**config.mk**
```make
export PLATFORM = sky130hd
export DESIGN_NAME = mwb_bulk_prog
export DESIGN_NICKNAME = d
export VERILOG_FILES = /design/src/rtl/mwb_pkg.sv /design/src/rtl/mwb_sync.sv /design/src/rtl/mwb_shifter.sv /design/src/rtl/mwb_timer.sv /design/src/rtl/mwb_array.sv /design/src/rtl/mwb_bulk_prog.sv
export SDC_FILE = /design/constraint.sdc
export NUM_CORES = 1
export LEC_CHECK = 0
export ABC_AREA = 1
export BUFFER_PORTS_ARGS = -buffer_cell sky130_fd_sc_hd__buf_2
export CORE_AREA = 2 2 82 84
export DETAILED_ROUTE_END_ITERATION = 8
export DIE_AREA = 0 0 84 86
export PLACE_DENSITY = 0.72
export SLEW_MARGIN = 20
export SYNTH_ARGS = -nofsm -noshare
export SYNTH_HDL_FRONTEND = slang
export SYNTH_HIERARCHICAL = 1
export SYNTH_SLANG_ARGS = --single-unit
```
**constraint.sdc**
```tcl
create_clock -name clk -period 2.65 [get_ports clk]
set_clock_uncertainty 0.05 [all_clocks]
set_input_delay 0.1325 -clock clk [delete_from_list [all_inputs] [get_ports clk]]
set_output_delay 0.1325 -clock clk [all_outputs]
set_load 0.02 [all_outputs]
```
**src/rtl/mwb_pkg.sv**
```systemverilog
package mwb_pkg;

  typedef enum logic [1:0] {
    KIND_NONE  = 2'd0,
    KIND_ERASE = 2'd1,
    KIND_WRITE = 2'd2
  } frame_kind_e;

  localparam int          OP_W      = 2;
  localparam int          SEL_W     = 2;
  localparam logic [1:0]  OP_BULK   = 2'b00;
  localparam logic [1:0]  SEL_ERASE = 2'b10;
  localparam logic [1:0]  SEL_WRITE = 2'b01;

  // bits that follow the start bit in a fill-with-ones frame
  function automatic int erase_len(input int aw);
    return OP_W + aw;
  endfunction

  // bits that follow the start bit in a fill-with-data frame
  function automatic int write_len(input int aw, input int dw);
    return OP_W + aw + dw;
  endfunction

  // width needed for a counter that reaches n
  function automatic int cnt_w(input int n);
    return (n < 2) ? 1 : $clog2(n + 1);
  endfunction

endpackage

```
**src/rtl/mwb_sync.sv**
```systemverilog
module mwb_sync #(
  parameter int W      = 3,
  parameter int STAGES = 2
) (
  input  logic         clk,
  input  logic         rst_n,
  input  logic [W-1:0] d_i,
  output logic [W-1:0] q_o
);
  logic [W-1:0] stage_q [STAGES];

  genvar g;
  generate
    for (g = 0; g < STAGES; g++) begin : g_stage
      always_ff @(posedge clk or negedge rst_n) begin
        if (!rst_n) stage_q[g] <= '0;
        else if (g == 0) stage_q[g] <= d_i;
        else stage_q[g] <= stage_q[(g == 0) ? 0 : g - 1];
      end
    end
  endgenerate

  assign q_o = stage_q[STAGES-1];
endmodule

```
**src/rtl/mwb_shifter.sv**
```systemverilog
module mwb_shifter
  import mwb_pkg::*;
#(
  parameter int AW = 6,
  parameter int DW = 16
) (
  input  logic          clk,
  input  logic          rst_n,
  input  logic          cs_s,
  input  logic          cs_fall,
  input  logic          sk_rise,
  input  logic          di_s,
  input  logic          hold,
  output logic          in_frame,
  output logic          start_seen,
  output logic          erase_go,
  output logic          write_go,
  output logic [DW-1:0] wdata
);
  localparam int ELEN = erase_len(AW);
  localparam int WLEN = write_len(AW, DW);
  localparam int CW   = cnt_w(WLEN + 1);
  localparam int SW   = WLEN;

  logic          started_q;
  logic [CW-1:0] cnt_q;
  logic [SW-1:0] sreg_q;
  frame_kind_e   kind;

  function automatic frame_kind_e decode(input logic [CW-1:0] n, input logic [SW-1:0] s);
    logic [OP_W-1:0]  e_op, w_op;
    logic [SEL_W-1:0] e_sel, w_sel;
    e_op  = s[ELEN-1 -: OP_W];
    e_sel = s[AW-1 -: SEL_W];
    w_op  = s[WLEN-1 -: OP_W];
    w_sel = s[DW+AW-1 -: SEL_W];
    if (n == CW'(ELEN) && e_op == OP_BULK && e_sel == SEL_ERASE) return KIND_ERASE;
    if (n == CW'(WLEN) && w_op == OP_BULK && w_sel == SEL_WRITE) return KIND_WRITE;
    return KIND_NONE;
  endfunction

  assign start_seen = cs_s && sk_rise && !hold && !started_q && di_s;
  assign kind       = decode(cnt_q, sreg_q);
  assign erase_go   = cs_fall && started_q && (kind == KIND_ERASE);
  assign write_go   = cs_fall && started_q && (kind == KIND_WRITE);
  assign wdata      = sreg_q[DW-1:0];
  assign in_frame   = started_q;

  always_ff @(posedge clk or negedge rst_n) begin
    if (!rst_n) begin
      started_q <= 1'b0;
      cnt_q     <= '0;
      sreg_q    <= '0;
    end else if (!cs_s) begin
      started_q <= 1'b0;
      cnt_q     <= '0;
    end else if (sk_rise && !hold) begin
      if (!started_q) begin
        if (di_s) begin
          started_q <= 1'b1;
          cnt_q     <= '0;
        end
      end else begin
        sreg_q <= {sreg_q[SW-2:0], di_s};
        if (cnt_q != CW'(WLEN + 1)) cnt_q <= cnt_q + 1'b1;
      end
    end
  end


  frame_len_chk: assert property (@(posedge clk) disable iff (!rst_n)
    (erase_go || write_go) |-> (cnt_q == CW'(ELEN) || cnt_q == CW'(WLEN)));

endmodule

```
**src/rtl/mwb_timer.sv**
```systemverilog
module mwb_timer
  import mwb_pkg::*;
#(
  parameter int TCS_CYC  = 16,
  parameter int PROG_CYC = 200
) (
  input  logic clk,
  input  logic rst_n,
  input  logic cs_s,
  input  logic cs_rise,
  input  logic cs_fall,
  input  logic go,
  input  logic start_seen,
  output logic busy,
  output logic stat_en
);
  localparam int PW = cnt_w(PROG_CYC);
  localparam int LW = cnt_w(TCS_CYC);

  logic [PW-1:0] pcnt_q;
  logic [LW-1:0] low_q;
  logic          busy_q, lowok_q, armed_q;

  always_ff @(posedge clk or negedge rst_n) begin
    if (!rst_n) begin
      busy_q <= 1'b0;
      pcnt_q <= '0;
    end else if (go) begin
      busy_q <= 1'b1;
      pcnt_q <= '0;
    end else if (busy_q) begin
      if (pcnt_q == PW'(PROG_CYC - 1)) busy_q <= 1'b0;
      else pcnt_q <= pcnt_q + 1'b1;
    end
  end

  always_ff @(posedge clk or negedge rst_n) begin
    if (!rst_n) low_q <= '0;
    else if (cs_s) low_q <= '0;
    else if (low_q != LW'(TCS_CYC)) low_q <= low_q + 1'b1;
  end

  always_ff @(posedge clk or negedge rst_n) begin
    if (!rst_n) lowok_q <= 1'b0;
    else if (cs_fall) lowok_q <= 1'b0;
    else if (cs_rise) lowok_q <= (low_q >= LW'(TCS_CYC));
  end

  always_ff @(posedge clk or negedge rst_n) begin
    if (!rst_n) armed_q <= 1'b0;
    else if (go) armed_q <= 1'b1;
    else if (start_seen) armed_q <= 1'b0;
  end

  assign busy    = busy_q;
  assign stat_en = cs_s && lowok_q && armed_q;


  prog_start_chk: assert property (@(posedge clk) disable iff (!rst_n)
    $rose(busy_q) |-> $past(go));


  prog_bound_chk: assert property (@(posedge clk) disable iff (!rst_n)
    busy_q |-> (pcnt_q < PW'(PROG_CYC)));

endmodule

```
**src/rtl/mwb_array.sv**
```systemverilog
module mwb_array #(
  parameter int WORDS = 64,
  parameter int DW    = 16,
  parameter int AW    = 6
) (
  input  logic          clk,
  input  logic          rst_n,
  input  logic          erase_go,
  input  logic          write_go,
  input  logic [DW-1:0] wdata,
  input  logic [AW-1:0] rd_addr,
  output logic [DW-1:0] rd_data
);
  logic [DW-1:0] mem_q [WORDS];

  genvar g;
  generate
    for (g = 0; g < WORDS; g++) begin : g_word
      always_ff @(posedge clk or negedge rst_n) begin
        if (!rst_n) mem_q[g] <= '0;
        else if (erase_go) mem_q[g] <= '1;
        else if (write_go) mem_q[g] <= wdata;
      end
    end
  endgenerate

  assign rd_data = mem_q[rd_addr];


  erase_fill_chk: assert property (@(posedge clk) disable iff (!rst_n)
    erase_go |=> (mem_q[0] == '1 && mem_q[WORDS-1] == '1));


  write_fill_chk: assert property (@(posedge clk) disable iff (!rst_n)
    (write_go && !erase_go) |=> (mem_q[0] == $past(wdata) && mem_q[WORDS-1] == $past(wdata)));

endmodule

```
**src/rtl/mwb_bulk_prog.sv**
```systemverilog
module mwb_bulk_prog
  import mwb_pkg::*;
#(
  parameter int WORDS    = 64,
  parameter int DW       = 16,
  parameter int TCS_CYC  = 16,
  parameter int PROG_CYC = 200,
  localparam int AW      = $clog2(WORDS)
) (
  input  logic          clk,
  input  logic          rst_n,
  input  logic          cs_i,
  input  logic          sk_i,
  input  logic          di_i,
  output logic          do_o,
  output logic          do_oe_o,
  input  logic [AW-1:0] rd_addr_i,
  output logic [DW-1:0] rd_data_o
);
  logic [2:0]    pins_s;
  logic          cs_s, sk_s, di_s;
  logic          cs_q, sk_q;
  logic          cs_rise, cs_fall, sk_rise;
  logic          in_frame, start_seen, erase_go, write_go, busy, stat_en;
  logic [DW-1:0] wdata;

  mwb_sync #(.W(3), .STAGES(2)) u_sync (
    .clk(clk), .rst_n(rst_n), .d_i({cs_i, sk_i, di_i}), .q_o(pins_s)
  );
  assign {cs_s, sk_s, di_s} = pins_s;

  always_ff @(posedge clk or negedge rst_n) begin
    if (!rst_n) begin
      cs_q <= 1'b0;
      sk_q <= 1'b0;
    end else begin
      cs_q <= cs_s;
      sk_q <= sk_s;
    end
  end

  assign cs_rise = cs_s && !cs_q;
  assign cs_fall = !cs_s && cs_q;
  assign sk_rise = sk_s && !sk_q;

  mwb_shifter #(.AW(AW), .DW(DW)) u_shift (
    .clk(clk), .rst_n(rst_n), .cs_s(cs_s), .cs_fall(cs_fall), .sk_rise(sk_rise),
    .di_s(di_s), .hold(busy), .in_frame(in_frame), .start_seen(start_seen),
    .erase_go(erase_go), .write_go(write_go), .wdata(wdata)
  );

  mwb_timer #(.TCS_CYC(TCS_CYC), .PROG_CYC(PROG_CYC)) u_timer (
    .clk(clk), .rst_n(rst_n), .cs_s(cs_s), .cs_rise(cs_rise), .cs_fall(cs_fall),
    .go(erase_go || write_go), .start_seen(start_seen), .busy(busy), .stat_en(stat_en)
  );

  mwb_array #(.WORDS(WORDS), .DW(DW), .AW(AW)) u_array (
    .clk(clk), .rst_n(rst_n), .erase_go(erase_go), .write_go(write_go),
    .wdata(wdata), .rd_addr(rd_addr_i), .rd_data(rd_data_o)
  );

  assign do_oe_o = stat_en;
  assign do_o    = stat_en && !busy;


  idle_launch_chk: assert property (@(posedge clk) disable iff (!rst_n)
    (erase_go || write_go) |-> !busy);


  quiet_shift_chk: assert property (@(posedge clk) disable iff (!rst_n)
    in_frame |-> !do_oe_o);


  quiet_desel_chk: assert property (@(posedge clk) disable iff (!rst_n)
    !cs_s |-> !do_oe_o);

endmodule

```
==> flow_summary.json, run 1 <==
{
  "cp_max_fo": 12,
  "dpl_wire_length_um": 3620,
  "clock_sink_count": 70,
  "ys.flop_type": "sky130_fd_sc_hd__dfrtp_1",
  "relSlewSlack": 0.520,
  "rsz_0062_raised_after_global_routing": "false",
  "cellLeakagePower_nw": 1.89,
  "nets": 411,
  "criticalPathCategory": "reg -> reg",
  "postSynth.asyncResetShare": 1.00,
  "num_rows": 29,
  "dp_worst_setup_slack_ns": 0.670,
  "die_w_um": 84,
  "synthCells": 381,
  "power_per_cell_area_nw_per_um2": 548,
  "post-synth-top-area-cell": "sky130_fd_sc_hd__dfrtp_1",
  "setup-violations-final": 0,
  "clock_tree_from_tritoncts": "built",
  "register_area_sq_um": 1750,
  "post_synthesis_cell_area_sq_um": 3360,
  "fmaxAchievable_mhz": 511,
  "timing.setup.tns_ns": 0,
  "route.detailed.wl_per_inst_um": 11.3,
  "synth.most_common_cell": "sky130_fd_sc_hd__nand2_1",
  "drt-total-wl_um": 5390,
  "placeableCoreArea_sq_um": 6280,
  "worst_pin_slew_ns": 0.719,
  "fill_cells": 551,
  "p_total_mw": 1.96,
  "worst_ir_drop_vdd_mv": 0.509,
  "end_kind": "register",
  "cts_resized": 0,
  "first_pass_grt_wire_length_um": 9950,
  "synth_nets": 399,
  "ys.warnings.count": 6,
  "number_of_vias_in_the_routed_layout": 2332,
  "cts.htree.levels": 3,
  "hold_path_class": "reg -> reg",
  "final_min_period_over_clock_period": 0.738,
  "run_status": "completed",
  "startpoint_type_of_the_worst_setup_path": "register",
  "ctsHoldBuffers": 4,
  "ys_top_cells_by_count": "sky130_fd_sc_hd__nand2_1 (133), sky130_fd_sc_hd__dfrtp_1 (70), sky130_fd_sc_hd__inv_1 (36)",
  "synth_enable_flop_cells": 0,
  "distinct_cell_type_count_of_the_synthesized_netlist": 28,
  "grt_max_degree": 41,
  "post-synth-top-area-fraction": 0.521,
  "place_area_sq_um": 3360,
  "globalRouteOverflowTotal": 0,
  "reg2reg_slack_ns": 0.69,
  "gpl.final_weighted_congestion": 0.760,
  "drive_above_1_share": 0.171,
  "worstPathRequired_ns": 2.89,
  "netlist_top_cells_area": "sky130_fd_sc_hd__dfrtp_1 (52%), sky130_fd_sc_hd__nand2_1 (15%), sky130_fd_sc_hd__buf_4 (4.5%), sky130_fd_sc_hd__inv_1 (4.0%), sky130_fd_sc_hd__o21ai_2 (3.1%)",
  "clkSlewWorstSetupHoldPaths_ns": 0.08,
  "floorplan.die_area_sq_um": 7220,
  "postSynthRegisterBits": 70,
  "post-cts-setup-buffer-count": 0,
  "insertion_delay_ns": 0.35,
  "final_antenna_net_count": 0,
  "root_buffer": "sky130_fd_sc_hd__clkbuf_8",
  "floorplan.initialDensity": 0.535,
  "fp.dieH_um": 86,
  "multi_input_area_sq_um": 1200,
  "timing.critical_path.arrival_ns": 2.20,
  "timing.final.hold_violations": 0,
  "first_global_vias": 2346,
  "drtIter0Drc": 88,
  "drt_pre_antenna_iters": 4,
  "design_area_sq_um": 3580,
  "final_period_minus_worst_setup_slack_ns": 1.96,
  "place.port_buffers": 22,
  "drv.max_cap_violation_count": 0,
  "synth_seq_area_share": 0.521,
  "grt_antenna_before_repair": 0,
  "numCtsBuffers": 9,
  "post_synth.cell_area_avg_sq_um": 8.82,
  "gr-usage-all-layers": 0.173,
  "maxSlewViolCount": 0,
  "layout.core_utilization": 0.571,
  "drc_errors": 0,
  "final_critical_path_setup_slack_ns": 0.694,
  "ioPinCount": 29,
  "insertedDiodeCount": 0,
  "clock_tree.buffer_depth": 2,
  "route.detailed.vias_per_inst": 4.91,
  "areaGrowthSynthToFinish_pct": 6.67
}
[through the flow]
stage | cells | hold slack [ns]
after floorplan | 381 | -0.213
after global placement | 455 | 0.169
after detailed placement | 455 | 0.180
after CTS | 475 | 0.301
after global routing | 475 | 0.314
final | 475 | 0.298
[state kept, by name (all words and copies together), names as in the netlist]
| signal | count |
|---|---|
| cs_q | 1 |
| sk_q | 1 |
| u_array/mem_q | 16 |
| u_shift/cnt_q | 5 |
| u_shift/in_frame | 1 |
| u_shift/sreg_q | 24 |
| u_sync/q_o | 3 |
| u_sync/stage_q | 3 |
| u_timer/armed_q | 1 |
| u_timer/busy | 1 |
| u_timer/low_q | 5 |
| u_timer/lowok_q | 1 |
| u_timer/pcnt_q | 8 |
[cell families after synthesis]
group,count (synthesis),share of synthesized area
AO/OA/AOI/OAI,42,0.0804
AND/OR/NAND/NOR,187,0.233
adder cells (fa/ha/maj),7,0.0261
XOR/XNOR,6,0.0156
buffers and inverters,69,0.123
flip-flops,70,0.521
[layer usage]
layer / GRT usage / routed length [um] / vias to the layer above
met5: 0 / 0 / -
li1: - / - / 1194
met1: 0.191 / 2380 / 1083
met3: 0.0520 / 223 / 11
met4: 0.0806 / 123 / 0
met2: 0.309 / 2660 / 44
[power by group]
part	internal, mW	switching, mW	total (mW)	leakage (nW)
logic	0.0274	0.0514	0.0788	0.842
registers	1.09	0.0119	1.10	0.954
clock network	0.369	0.418	0.787	0.0889
total	1.48	0.481	1.96	1.89
[path summary, 6_finish.rpt]
kind / start / endpoint / depth (start not counted)
min in group asynchronous: rst_n / u_array/mem_q[665] / 2
min reg2reg: u_sync/stage_q[5] / u_sync/q_o[2] / 0
max reg2reg: u_sync/q_o[2] / u_timer/pcnt_q[3] / 13
min: u_sync/stage_q[5] / u_sync/q_o[2] / 0
max in group asynchronous: rst_n / u_timer/pcnt_q[6] / 3
max: u_sync/q_o[2] / u_timer/pcnt_q[3] / 13
[cell type report]
cell class | instances | share of cell area
inverters | 40 | 0.0447
well taps | 77 | 0.0269
clock inverters | 6 | 0.0129
multi-input cells | 242 | 0.334
clock buffers | 10 | 0.0384
flip-flops and latches | 70 | 0.489
repair buffers | 30 | 0.0538
[worst max-delay path, cell delays in order (launching register included)]
cell and delay (ns):
sky130_fd_sc_hd__dfrtp_1 0.38, sky130_fd_sc_hd__nor2_1 0.15, sky130_fd_sc_hd__nand2_1 0.10, sky130_fd_sc_hd__nor3_1 0.16, sky130_fd_sc_hd__nand4_1 0.10, sky130_fd_sc_hd__nor2_1 0.13
sky130_fd_sc_hd__inv_1 0.06, sky130_fd_sc_hd__nand2_1 0.13, sky130_fd_sc_hd__inv_2 0.11, sky130_fd_sc_hd__nand3_1 0.11, sky130_fd_sc_hd__nand2_2 0.17, sky130_fd_sc_hd__inv_1 0.14
sky130_fd_sc_hd__nand2_1 0.06, sky130_fd_sc_hd__nand2_1 0.05
[layout by cell type, fill, tap and decap left out, drive strengths merged]
master / instances
clkinvlp: 2
o31ai: 1
nand3: 19
a21oi: 19
nand2: 137
clkinv: 4
xor2: 6
ha: 7
buf: 26
clkbuf: 10
nor2: 23
or2: 1
o21ai: 19
dfrtp: 70
nor3: 3
dlygate4sd3: 4
a211oi: 1
nand4: 4
inv: 40
o21bai: 1
o22ai: 1
No activity file was read; power rests on OpenSTA's default activity.
==> inputs of run 2 (changes only) <==
--- a/config.mk
+++ b/config.mk
@@ -5,12 +5,12 @@
 export SDC_FILE = /design/constraint.sdc
 export NUM_CORES = 1
 export LEC_CHECK = 0
-export ABC_AREA = 1
+export ABC_AREA = 0
 export BUFFER_PORTS_ARGS = -buffer_cell sky130_fd_sc_hd__buf_2
-export CORE_AREA = 2 2 82 84
+export CORE_AREA = 2 2 80 82
 export DETAILED_ROUTE_END_ITERATION = 8
-export DIE_AREA = 0 0 84 86
-export PLACE_DENSITY = 0.72
+export DIE_AREA = 0 0 82 84
+export PLACE_DENSITY = 0.73
 export SLEW_MARGIN = 20
 export SYNTH_ARGS = -nofsm -noshare
 export SYNTH_HDL_FRONTEND = slang
==> constraint.sdc (replaced) <==
create_clock -name clk -period 1.9 [get_ports clk]
set_clock_uncertainty 0.05 [all_clocks]
set_input_delay 0.095 -clock clk [delete_from_list [all_inputs] [get_ports clk]]
set_output_delay 0.095 -clock clk [all_outputs]
set_load 0.02 [all_outputs]
==> run 2 against run 1 <==
Clock power grew 66%. Largest cell class unchanged. Flip-flop and latch count is the same. Die area shrank 4.7%. Sequential share of layout area shrank 0.82 points. Core utilization grew 2.7 points. Combinational power grew 26%. Area after synthesis shrank 3.4%.
==> flow_summary.json, run 2 <==
{
  "drive_above_1_share": 0.203,
  "areaGrowthSynthToFinish_pct": 12.3,
  "clock_tree.buffer_depth": 2,
  "gr-usage-all-layers": 0.185,
  "criticalPathCategory": "reg -> reg",
  "fill_cells": 515,
  "die_w_um": 82,
  "number_of_vias_in_the_routed_layout": 2221,
  "grt_max_degree": 50,
  "timing.critical_path.arrival_ns": 1.97,
  "largest-register": "u_shift/sreg_q",
  "final_antenna_net_count": 0,
  "synthCells": 316,
  "worstPathRequired_ns": 2.07,
  "numCtsBuffers": 9,
  "ioPinCount": 29,
  "route.detailed.vias_per_inst": 5.28,
  "synth_top_family_by_area": "simple AND/OR/NAND/NOR gates",
  "drt_pre_antenna_iters": 4,
  "cp_max_fo": 10,
  "worst_pin_slew_ns": 0.515,
  "gpl.final_weighted_congestion": 0.774,
  "postSynth.asyncResetShare": 1.00,
  "clock_sink_count": 70,
  "floorplan.die_area_sq_um": 6890,
  "final_period_minus_worst_setup_slack_ns": 1.80,
  "yosys.area_share.adder": 0.0270,
  "post_synthesis_cell_area_sq_um": 3250,
  "largest_register_ffs": 24,
  "cellLeakagePower_nw": 2.00,
  "dpl_wire_length_um": 3660,
  "final_critical_path_setup_slack_ns": 0.104,
  "place_area_sq_um": 3360,
  "insertedDiodeCount": 0,
  "distinct_cell_type_count_of_the_synthesized_netlist": 45,
  "register_area_sq_um": 1750,
  "place.port_buffers": 22,
  "ys.warnings.count": 6,
  "placeableCoreArea_sq_um": 6100,
  "nets": 357,
  "route.detailed.wl_per_inst_um": 13.3,
  "setup-violations-final": 0,
  "synth-compound-area-share": 0.0940,
  "num_rows": 29,
  "hold_path_class": "in -> async",
  "drtIter0Drc": 175,
  "cts.htree.levels": 3,
  "first_pass_grt_wire_length_um": 9630,
  "fp.dieH_um": 84,
  "design_area_sq_um": 3640,
  "synth_seq_area_share": 0.539,
  "post_synth.cell_area_avg_sq_um": 10.3,
  "synth_xor_area_frac": 0.0135,
  "grt_antenna_before_repair": 0,
  "max_stage_delay_ns": 0.39,
  "relSlewSlack": 0.657,
  "first_global_vias": 2056,
  "synth.most_common_cell": "sky130_fd_sc_hd__nand2_1",
  "biggestRegsByFlops": "u_shift/sreg_q: 24 flops, u_array/mem_q: 16 flops, u_timer/pcnt_q: 8 flops",
  "final_min_period_over_clock_period": 0.945,
  "fmaxAchievable_mhz": 557,
  "post-synth-top-area-fraction": 0.539,
  "critPathSlowestCell": "sky130_fd_sc_hd__dfrtp_1",
  "drv.max_cap_violation_count": 0,
  "ys.flop_type": "sky130_fd_sc_hd__dfrtp_1",
  "clkSlewWorstSetupHoldPaths_ns": 0.07,
  "hold-worst-slack_ns": 0.206,
  "power_per_cell_area_nw_per_um2": 805,
  "timing.final.hold_violations": 0,
  "synth_simple_gate_area_frac": 0.234,
  "root_buffer": "sky130_fd_sc_hd__clkbuf_8",
  "startpoint_type_of_the_worst_setup_path": "register",
  "layout_common_cells": "sky130_fd_sc_hd__nand2_1 (79), sky130_fd_sc_hd__dfrtp_1 (70), sky130_fd_sc_hd__buf_2 (22), sky130_fd_sc_hd__nor2b_1 (21)",
  "postSynthRegisterBits": 70,
  "globalRouteOverflowTotal": 0,
  "netlist_top_cells_area": "sky130_fd_sc_hd__dfrtp_1 (54%), sky130_fd_sc_hd__nand2_1 (9.1%), sky130_fd_sc_hd__buf_4 (5.3%), sky130_fd_sc_hd__nor2b_1 (4.4%), sky130_fd_sc_hd__a211o_1 (4.3%)",
  "synth_enable_flop_cells": 0,
  "ys_top_cells_by_count": "sky130_fd_sc_hd__nand2_1 (79), sky130_fd_sc_hd__dfrtp_1 (70), sky130_fd_sc_hd__buf_4 (23), sky130_fd_sc_hd__nor2b_1 (23), sky130_fd_sc_hd__a211o_1 (16)",
  "multiplexer_share_of_the_synthesized_area": 0.0139,
  "crit_chain": "inv_2 > ha_2 > nand4_1 > nor2_1 > or2_1 > buf_6 > a211oi_1 > or3_1",
  "worst_ir_drop_vdd_mv": 0.524,
  "end_kind": "register",
  "drt-total-wl_um": 5620,
  "floorplan.initialDensity": 0.533,
  "insertion_delay_ns": 0.34,
  "synth_nets": 334,
  "timing.setup.tns_ns": 0,
  "post-synth-top-area-cell": "sky130_fd_sc_hd__dfrtp_1",
  "drc_errors": 0,
  "layout_commonest_cell": "sky130_fd_sc_hd__nand2_1",
  "dp_worst_setup_slack_ns": 0.0599,
  "run_status": "completed",
  "clock_tree_from_tritoncts": "built",
  "multi_input_area_sq_um": 1250,
  "maxSlewViolCount": 0
}
==> run 2: routing by layer <==
layer / global-route usage / wire length, um
met2: 0.265 / 2640
met1: 0.259 / 2660
met4: 0.0803 / 114
met3: 0.0552 / 202
met5: 0 / 0
==> run 2: power breakdown <==
part | leakage [nW] | switching (mW) | internal [mW] | total (mW)
logic | 0.937 | 0.0638 | 0.0353 | 0.0991
registers | 0.956 | 0.0156 | 1.51 | 1.53
clock network | 0.110 | 0.535 | 0.772 | 1.31
==> run 2: worst max-delay path: cells and delay by family, from the launching register on <==
kind | cells | cell delay (ns)
compound gates | 1 | 0.05
fa+ha+maj | 1 | 0.16
buf+inv | 2 | 0.22
flops | 1 | 0.39
simple gates | 4 | 0.81
==> run 2: logic make-up (layout without fill, tap and decap cells) <==
| family | count (synthesis) | count (layout) |
|---|---|---|
| AOI/OAI and AO/OA | 40 | 40 |
| xor gates and xnor gates | 5 | 5 |
| adders and majority gates | 7 | 7 |
| buffers and inverters | 40 | 68 |
| DFF | 70 | 70 |
| muxes | 4 | 4 |
| and+or+nand+nor | 150 | 150 |
==> run 2: stage by stage <==
| stage | cells | util | total power [mW] |
|---|---|---|---|
| 6_report | 421 | 0.598 | 2.93 |
| 3_5_place_dp | 398 | 0.550 | 1.65 |
| 5_1_grt | 421 | 0.598 | 3.06 |
| 4_1_cts | 418 | 0.592 | 2.97 |
| 3_3_place_gp | 398 | 0.550 | 1.65 |
| 2_1_floorplan | 316 | - | 1.61 |
==> run 2: what timing repair did <==
item / CTS / global route
gates resized for setup: 0 / 6
setup buffers: 0 / 3
hold buffers: 4 / 0
hold endpoints to repair: 24 / 0
setup endpoints to repair: 0 / 1
==> run 2: area by class of cell <==
| class | count | share of cell area |
|---|---|---|
| multi-input combinational | 206 | 0.343 |
| tap | 77 | 0.0264 |
| clock buffer | 12 | 0.0398 |
| sequential | 70 | 0.481 |
| inverter | 8 | 0.00824 |
| clock inverter | 4 | 0.0192 |
| timing repair buffer | 44 | 0.0827 |
==> run 2: path summary, 6_finish.rpt <==
path,cells after the start,endpoint,slack [ns],from
setup / recovery,8,u_timer/pcnt_q[2],0.10,u_shift/cnt_q[1]
hold / removal,2,u_timer/pcnt_q[7],0.21,rst_n
setup reg to reg,8,u_timer/pcnt_q[2],0.10,u_shift/cnt_q[1]
hold reg to reg,0,u_sync/q_o[0],0.30,u_sync/stage_q[3]
max in group asynchronous,3,u_shift/sreg_q[19],0.98,rst_n
min in group clk,0,u_sync/q_o[0],0.30,u_sync/stage_q[3]
